===== config.mk =====
export PLATFORM = sky130hd
export DESIGN_NAME = acc_simd_alu
export DESIGN_NICKNAME = d
export VERILOG_FILES = /design/src/rtl/acc_alu_pkg.sv /design/src/rtl/acc_alu_opsel.sv /design/src/rtl/acc_alu_core.sv /design/src/rtl/acc_alu_state.sv /design/src/rtl/acc_simd_alu.sv
export SDC_FILE = /design/constraint.sdc
export NUM_CORES = 2
export LEC_CHECK = 0
export ABC_AREA = 1
export BUFFER_PORTS_ARGS = -buffer_cell sky130_fd_sc_hd__buf_2
export CAP_MARGIN = 20
export CORE_ASPECT_RATIO = 1.1
export CORE_MARGIN = 4
export CORE_UTILIZATION = 65
export DETAILED_ROUTE_END_ITERATION = 8
export PLACE_DENSITY = 0.84
export SETUP_SLACK_MARGIN = 0.1
export SYNTH_ARGS = -nofsm -noshare
export SYNTH_HDL_FRONTEND = slang
export SYNTH_SLANG_ARGS = --single-unit

===== constraint.sdc =====
create_clock -name clk_i -period 9.9 [get_ports clk_i]
set_clock_uncertainty 0.1 [all_clocks]
set_input_delay 0.495 -clock clk_i [delete_from_list [all_inputs] [get_ports clk_i]]
set_output_delay 0.495 -clock clk_i [all_outputs]
set_load 0.05 [all_outputs]

===== src/rtl/acc_alu_pkg.sv =====
package acc_alu_pkg;

  localparam int WORD_W   = 32;
  localparam int ELEM_MIN = 8;
  localparam int LANES    = WORD_W / ELEM_MIN;

  typedef logic [WORD_W-1:0] word_t;

  typedef enum logic [2:0] {
    OP_ADD   = 3'd0,
    OP_SUB   = 3'd1,
    OP_MUL   = 3'd2,
    OP_MACC  = 3'd3,
    OP_MOV   = 3'd4,
    OP_SLIDE = 3'd5
  } op_e;

  typedef enum logic [1:0] {
    SRC_VV = 2'd0,
    SRC_VX = 2'd1,
    SRC_AV = 2'd2,
    SRC_AX = 2'd3
  } src_e;

  typedef enum logic [1:0] {
    EW_8   = 2'd0,
    EW_16  = 2'd1,
    EW_32  = 2'd2,
    EW_RSV = 2'd3
  } ew_e;

  function automatic int elem_bits(ew_e ew);
    case (ew)
      EW_8:    return ELEM_MIN;
      EW_16:   return 2 * ELEM_MIN;
      default: return WORD_W;
    endcase
  endfunction

  function automatic word_t elem_mask(int e);
    if (e >= WORD_W) return '1;
    return (word_t'(1) << e) - word_t'(1);
  endfunction

  function automatic word_t broadcast(word_t s, ew_e ew);
    int    e;
    word_t mask;
    word_t r;
    e    = elem_bits(ew);
    mask = elem_mask(e);
    r    = '0;
    for (int i = 0; i < LANES; i++) begin
      if (i * e < WORD_W) r = r | ((s & mask) << (i * e));
    end
    return r;
  endfunction

  function automatic word_t elem_calc(op_e op, word_t xe, word_t ye, word_t me);
    case (op)
      OP_ADD:  return xe + ye;
      OP_SUB:  return xe - ye;
      OP_MUL:  return xe * ye;
      OP_MACC: return xe + me * ye;
      default: return ye;
    endcase
  endfunction

  function automatic word_t simd_arith(op_e op, word_t x, word_t y, word_t m, ew_e ew);
    int    e;
    word_t mask;
    word_t r;
    word_t t;
    e    = elem_bits(ew);
    mask = elem_mask(e);
    r    = '0;
    for (int i = 0; i < LANES; i++) begin
      if (i * e < WORD_W) begin
        t = elem_calc(op, (x >> (i * e)) & mask, (y >> (i * e)) & mask,
                      (m >> (i * e)) & mask);
        r = r | ((t & mask) << (i * e));
      end
    end
    return r;
  endfunction

  function automatic word_t slide_up(word_t y, word_t cin, logic first, ew_e ew);
    int    e;
    word_t fill;
    e    = elem_bits(ew);
    fill = first ? '0 : (cin & elem_mask(e));
    return (y << e) | fill;
  endfunction

  function automatic word_t top_elem(word_t y, ew_e ew);
    int e;
    e = elem_bits(ew);
    return (y >> (WORD_W - e)) & elem_mask(e);
  endfunction

endpackage


===== src/rtl/acc_alu_opsel.sv =====
module acc_alu_opsel
  import acc_alu_pkg::*;
(
  input  src_e  src_i,
  input  ew_e   ew_i,
  input  word_t vec_a_i,
  input  word_t vec_b_i,
  input  word_t scalar_i,
  input  word_t acc_i,
  output word_t x_o,
  output word_t y_o,
  output word_t m_o
);

  word_t splat;
  logic  use_acc;

  assign splat   = broadcast(scalar_i, ew_i);
  assign use_acc = (src_i == SRC_AV) || (src_i == SRC_AX);

  always_comb begin
    x_o = use_acc ? acc_i : vec_a_i;
    case (src_i)
      SRC_VV:  y_o = vec_b_i;
      SRC_AV:  y_o = vec_a_i;
      default: y_o = splat;
    endcase
    m_o = vec_b_i;
  end

endmodule


===== src/rtl/acc_alu_core.sv =====
module acc_alu_core
  import acc_alu_pkg::*;
(
  input  op_e   op_i,
  input  ew_e   ew_i,
  input  word_t x_i,
  input  word_t y_i,
  input  word_t m_i,
  input  word_t carry_i,
  input  logic  first_i,
  output word_t res_o,
  output word_t carry_nxt_o
);

  word_t arith_res;
  word_t slide_res;

  assign arith_res   = simd_arith(op_i, x_i, y_i, m_i, ew_i);
  assign slide_res   = slide_up(y_i, carry_i, first_i, ew_i);
  assign carry_nxt_o = top_elem(y_i, ew_i);

  always_comb begin
    if (op_i == OP_SLIDE) res_o = slide_res;
    else                  res_o = arith_res;
  end

endmodule


===== src/rtl/acc_alu_state.sv =====
module acc_alu_state
  import acc_alu_pkg::*;
(
  input  logic  clk_i,
  input  logic  rst_ni,
  input  logic  clr_i,
  input  logic  acc_wr_i,
  input  word_t acc_d_i,
  input  logic  slide_fire_i,
  input  word_t carry_d_i,
  output word_t acc_o,
  output word_t carry_o,
  output logic  clr_wins_o
);

  word_t acc_q;
  word_t carry_q;

  assign clr_wins_o = clr_i & acc_wr_i;
  assign acc_o      = acc_q;
  assign carry_o    = carry_q;

  always_ff @(posedge clk_i or negedge rst_ni) begin
    if (!rst_ni) begin
      acc_q   <= '0;
      carry_q <= '0;
    end else begin
      if (clr_i)         acc_q <= '0;
      else if (acc_wr_i) acc_q <= acc_d_i;
      if (slide_fire_i)  carry_q <= carry_d_i;
    end
  end

endmodule


===== src/rtl/acc_simd_alu.sv =====
module acc_simd_alu
  import acc_alu_pkg::*;
(
  input  logic              clk_i,
  input  logic              rst_ni,
  input  logic              in_valid_i,
  output logic              in_ready_o,
  input  logic [2:0]        op_i,
  input  logic [1:0]        src_i,
  input  logic [1:0]        ew_i,
  input  logic [WORD_W-1:0] vec_a_i,
  input  logic [WORD_W-1:0] vec_b_i,
  input  logic [WORD_W-1:0] scalar_i,
  input  logic              first_beat_i,
  input  logic              acc_clr_i,
  output logic              res_valid_o,
  output logic [WORD_W-1:0] res_o
);

  op_e   op;
  src_e  src;
  ew_e   ew;
  logic  ready_q;
  logic  fire;
  logic  acc_wr;
  logic  slide_fire;
  logic  clr_wins;
  word_t x;
  word_t y;
  word_t m;
  word_t acc_q;
  word_t carry_q;
  word_t carry_nxt;
  word_t res_d;
  word_t res_q;
  logic  res_valid_q;

  assign op         = op_e'(op_i);
  assign src        = src_e'(src_i);
  assign ew         = ew_e'(ew_i);
  assign fire       = in_valid_i & ready_q;
  assign acc_wr     = fire & ((src == SRC_AV) || (src == SRC_AX));
  assign slide_fire = fire & (op == OP_SLIDE);

  acc_alu_opsel u_opsel (
    .src_i    (src),
    .ew_i     (ew),
    .vec_a_i  (vec_a_i),
    .vec_b_i  (vec_b_i),
    .scalar_i (scalar_i),
    .acc_i    (acc_q),
    .x_o      (x),
    .y_o      (y),
    .m_o      (m)
  );

  acc_alu_core u_core (
    .op_i        (op),
    .ew_i        (ew),
    .x_i         (x),
    .y_i         (y),
    .m_i         (m),
    .carry_i     (carry_q),
    .first_i     (first_beat_i),
    .res_o       (res_d),
    .carry_nxt_o (carry_nxt)
  );

  acc_alu_state u_state (
    .clk_i        (clk_i),
    .rst_ni       (rst_ni),
    .clr_i        (acc_clr_i),
    .acc_wr_i     (acc_wr),
    .acc_d_i      (res_d),
    .slide_fire_i (slide_fire),
    .carry_d_i    (carry_nxt),
    .acc_o        (acc_q),
    .carry_o      (carry_q),
    .clr_wins_o   (clr_wins)
  );

  always_ff @(posedge clk_i or negedge rst_ni) begin
    if (!rst_ni) begin
      ready_q     <= 1'b0;
      res_valid_q <= 1'b0;
      res_q       <= '0;
    end else begin
      ready_q     <= 1'b1;
      res_valid_q <= fire;
      if (fire) res_q <= res_d;
    end
  end

  assign in_ready_o  = ready_q;
  assign res_valid_o = res_valid_q;
  assign res_o       = res_q;

endmodule


==> results of run 1 <==
through the flow:
stage | utilization, % | instances | hold WS, ps
floorplan | - | 13500 | 99.4
global placement | 71.8 | 16100 | 319
detailed placement | 71.8 | 16100 | 325
CTS | 72.0 | 16100 | 384
cells by family after synthesis:
kind of cell    after synthesis
simple gates               5083
flops                        98
buf+inv                    3884
xor+xnor                    256
compound gates             1122
fa+ha+maj                  3067
other cells                   1
per-layer routing:
| metal | track usage (%) | overflow |
|---|---|---|
| met1 | 64.9 | 8 |
| met2 | 78.4 | 74 |
| met3 | 54.4 | 12 |
| met4 | 59.0 | 87 |
| met5 | 38.1 | 0 |
what timing repair did:
item	CTS
hold buffers	1
hold endpoints to repair	23
resized for setup	5
setup endpoints to repair	18
==> impl_results.md, run 1 <==
- Status: did not finish
- Halt Stage: 5_1_grt
- Run Error: [ERROR GRT-0116] Global routing finished with congestion. Check the congestion regions in the DRC Viewer.
- CTS Buf Count: 9
- Clk root buf: clkbuf_16
- Synth warn: 0
- Die X: 385 µm
- Most common cell in the synthesized netlist: inv_1
- Post-synthesis mux area share: 0%
- Number of port buffers: 141
- Grt total ovfl: 181
- Pre-CTS setup slack: -445 ps
- GP Congestion: 1.43
- # Post-CTS Setup Buffers: 0
- Synth Area in Simple Gates: 20.2%
- Mapped Cells: 13500
- Clk sink count: 98
- H-tree depth: 3
- Post-synthesis cell area: 102000 µm²
- Seq/Total Area, Yosys: 2.41%
- CTS Buffer Depth: 2
- Most used DFF post-synth: dfrtp_1
- Die Ht: 423 µm
- Post-Synth XOR/XNOR Area: 2.22%
- Post-synth top cells: inv_1 (3164), nand2_1 (2697), fa_1 (2220)
- HPWL Detailed: 374 mm
- Dpl cell area: 111000 µm²
- Vias in the first global route: 117000
- Yosys top cell by area: fa_1
- Post-synthesis compound-gate area fraction: 6.42%
- Largest net degree at the start of global routing: 82
- Yosys top cell area share: 43.8%
- First-pass GRT wire length: 771 mm
- Syn nets: 16700
- Number of synthesized register bits: 98
- Library cells used by synthesis: 73
- Post-synth EDFFs: 0
- Adder-Cell Fraction of Synth Area: 54.2%
- # rows: 151
- I/O Pins: 142
- Initial Util: 65.6%
- Largest family of logic cells by synthesized area: adder cells
- Async SR Flop Fraction: 100%
- Overall global routing resource usage: 64.9%
- Synth area leaders: fa_1 (44%), inv_1 (12%), ha_1 (10%), nand2_1 (10%), nor2_1 (6.5%)
- Synthesized area per cell: 7.52 µm²
==> run 2: changes to the inputs <==
CORE_ASPECT_RATIO = default   (was 1.1)
CORE_UTILIZATION = 40   (was 65)
PLACE_DENSITY = default   (was 0.84)
PLACE_DENSITY_LB_ADDON = 0.15   (was default)
SETUP_SLACK_MARGIN = default   (was 0.1)
==> impl_results.md, run 2 <==
- Status: finished clean
- Share of cells above drive strength 1: 15.7%
- Worst skew pair latency: 400 ps
- Clk sink count: 98 (unchanged)
- Die X: 512 µm (+33%)
- Synth warn: 0 (unchanged)
- Overall global routing resource usage: 41.1%
- Initial Util: 40.3% (-25 points)
- Fill cell count: 26200
- WL/cell: 29.8 µm
- NumNets Final: 18000
- Post-synthesis cell area: 102000 µm² (unchanged)
- Grt total ovfl: 0
- Reg area: 2450 µm²
- LEAKAGE: 64.3 nW
- WS Path Type: in2reg
- Dpl cell area: 120000 µm² (+8.1%)
- Most common cell after layout, fill and taps aside: inv_1
- Sequential share of power: 2.1%
- Drt first pass iters: 6
- Crit-path slowest cell: o311ai_0
- Minimum clock period: 9730 ps
- Final antenna-violating net count: 0
- Worst EP arrival: 9930 ps
- CTS Buf Count: 9 (unchanged)
- Setup crit start kind: input port
- Class of the worst hold path: in2async
- Detailed-route via count: 98500
- Routed wire length: 542 mm
- H-tree depth: 3 (unchanged)
- Syn nets: 16700 (unchanged)
- Number of synthesized register bits: 98 (unchanged)
- Number of port buffers: 141 (unchanged)
- Switching part of the total: 57.7%
- 1st-iter DRT viols: 12000
- Max Cap Violations: 0
- Core Region: 252000 µm²
- Number of vias per cell: 5.42
- Synthesized area per cell: 7.52 µm² (unchanged)
- PwrDens: 230 nW/µm²
- Clk root buf: clkbuf_16
- Psw: 16.1 mW
- Period utilization: 98.3%
- Vias in the first global route: 98100
- First-pass GRT wire length: 758 mm
- Post-layout instance area: 121000 µm²
- Post-synth top cells: inv_1 (3164), nand2_1 (2697), fa_1 (2220)
- Clk pwr share: 1.4%
- Post-synth EDFFs: 0 (unchanged)
- Worst Path Max Fanout: 13
- Final Max Tran Viols: 0
- Comb power frac: 96.5%
- Critical Path Max Stage Delay: 750 ps
- CP Data Required Time: 10090 ps
- Async SR Flop Fraction: 100% (unchanged)
- GP Congestion: 1.13 (-21%)
- Fin util: 48.0%
- Mapped Cells: 13500 (unchanged)
- Clock-pin slew on the worst setup and hold paths: 90 ps
- Seq/Total Area, Yosys: 2.41% (unchanged)
- Initial antenna violation count: 40
- Final Hold Viols: 0
- Largest net degree at the start of global routing: 61
- CTS tree: built
- # rows: 184 (+22%)
- Area of the multi-input gates: 85100 µm²
- Most common cell in the synthesized netlist: inv_1
- Layout area overhead: 19.1%
- Library cells used by synthesis: 73 (unchanged)
- Yosys top cell by area: fa_1
- Worst Max-Slew Pin Slew: 1340 ps
- Achievable Freq: 103 MHz
- Die area: 262000 µm²
- Yosys top cell area share: 43.8% (unchanged)
- Final WS setup: 166 ps
- DR DRC count: 0
- CTS Buffer Depth: 2 (unchanged)
- Most frequent cells in the layout: inv_1 (3154), nand2_1 (2668), fa_1 (2216)
- Setup violators final: 0
- Worst Setup End Kind: register
- Internal power: 11.8 mW
- Pre-CTS setup slack: -547 ps (-102 ps)
- HPWL Detailed: 472 mm (+26%)
- I/O Pins: 142 (unchanged)
- Most used DFF post-synth: dfrtp_1
- Relative slew slack: 9.91%
- IR drop worst, VDD: 0.000741 V
- CP most frequent cell: fa_1
- Pwr Total: 27.8 mW
- Die Ht: 512 µm (+21%)
- Synth area leaders: fa_1 (44%), inv_1 (12%), ha_1 (10%), nand2_1 (10%), nor2_1 (6.5%)
## run 2: per-layer routing
layer	vias to the layer above	wire length, µm	global-route usage [%]
met4	23	46800	27.6
met3	1280	63300	10.9
met1	49100	217000	55.9
met5	-	234	0.347
li1	42300	-	-
met2	5825	215000	57.0
## run 2: stage by stage
| step | cells | setup TNS (ps) | hold WS [ps] |
|---|---|---|---|
| 2_1_floorplan | 13500 | 0 | 99.4 |
| 3_3_place_gp | 18100 | -6270 | 365 |
| 3_5_place_dp | 18100 | -8900 | 364 |
| 4_1_cts | 18100 | 0 | 27.6 |
| 5_1_grt | 18200 | -183 | 57.3 |
| 6_report | 18200 | 0 | 17.5 |
## run 2: layout make-up
type	instances	share of cell area (%)
tap	3348	3.46
inverter	3262	10.2
clock buffer	10	0.198
multi-input combinational	9529	70.3
antenna	18	0.0372
clock inverter	6	0.0445
sequential	98	2.03
timing repair buffer	1912	13.7
## run 2: cell families (layout without fill, tap and decap cells)
family / after synthesis / count (layout) / synth area share [%]
flip-flops: 98 / 98 / 2.41
AO/OA/AOI/OAI: 1122 / 1122 / 6.42
AND/OR/NAND/NOR: 5083 / 5083 / 20.2
adder cells (fa/ha/maj): 3067 / 3067 / 54.2
buffers and inverters: 3884 / 5190 / 14.6
XOR/XNOR: 256 / 256 / 2.22
other: 1 / 19 / 0.00369
## run 2: timing repair
action / in CTS / in global routing
pin swaps: 0 / 32
buffers inserted: 0 / 16
resized for setup: 3 / 107
endpoints found under the setup margin: 4 / 37
hold buffers: 0 / 0
## run 2: final timing paths
check                                   from                  to  slack (ps)  cells past startpoint
hold / removal                        rst_ni          in_ready_o          20                      1
min in group clk_i                 res_o[17]           res_o[17]         390                      2
setup / recovery                     ew_i[0]   u_state.acc_o[30]         170                     40
max in group asynchronous             rst_ni  u_state.carry_o[8]        8260                      2
hold reg to reg                    res_o[17]           res_o[17]         390                      2
setup reg to reg           u_state.acc_o[18]   u_state.acc_o[26]         480                     39
## run 2: power by group through the flow
stage               clock network (mW)  logic, mW  registers, mW
global placement                     0       25.7          0.594
floorplan                            0       13.5          0.690
global route                     0.399       29.1          0.594
finish                           0.390       26.8          0.591
CTS                              0.389       26.0          0.586
detailed placement                   0       25.8          0.590
## run 2: critical path: cells and delay by family
| kind | cells | cell delay (ps) |
|---|---|---|
| fa+ha+maj | 11 | 4950 |
| simple gates | 9 | 1320 |
| compound gates | 4 | 1260 |
| buf+inv | 16 | 1820 |
No activity file was read; power rests on OpenSTA's default activity.
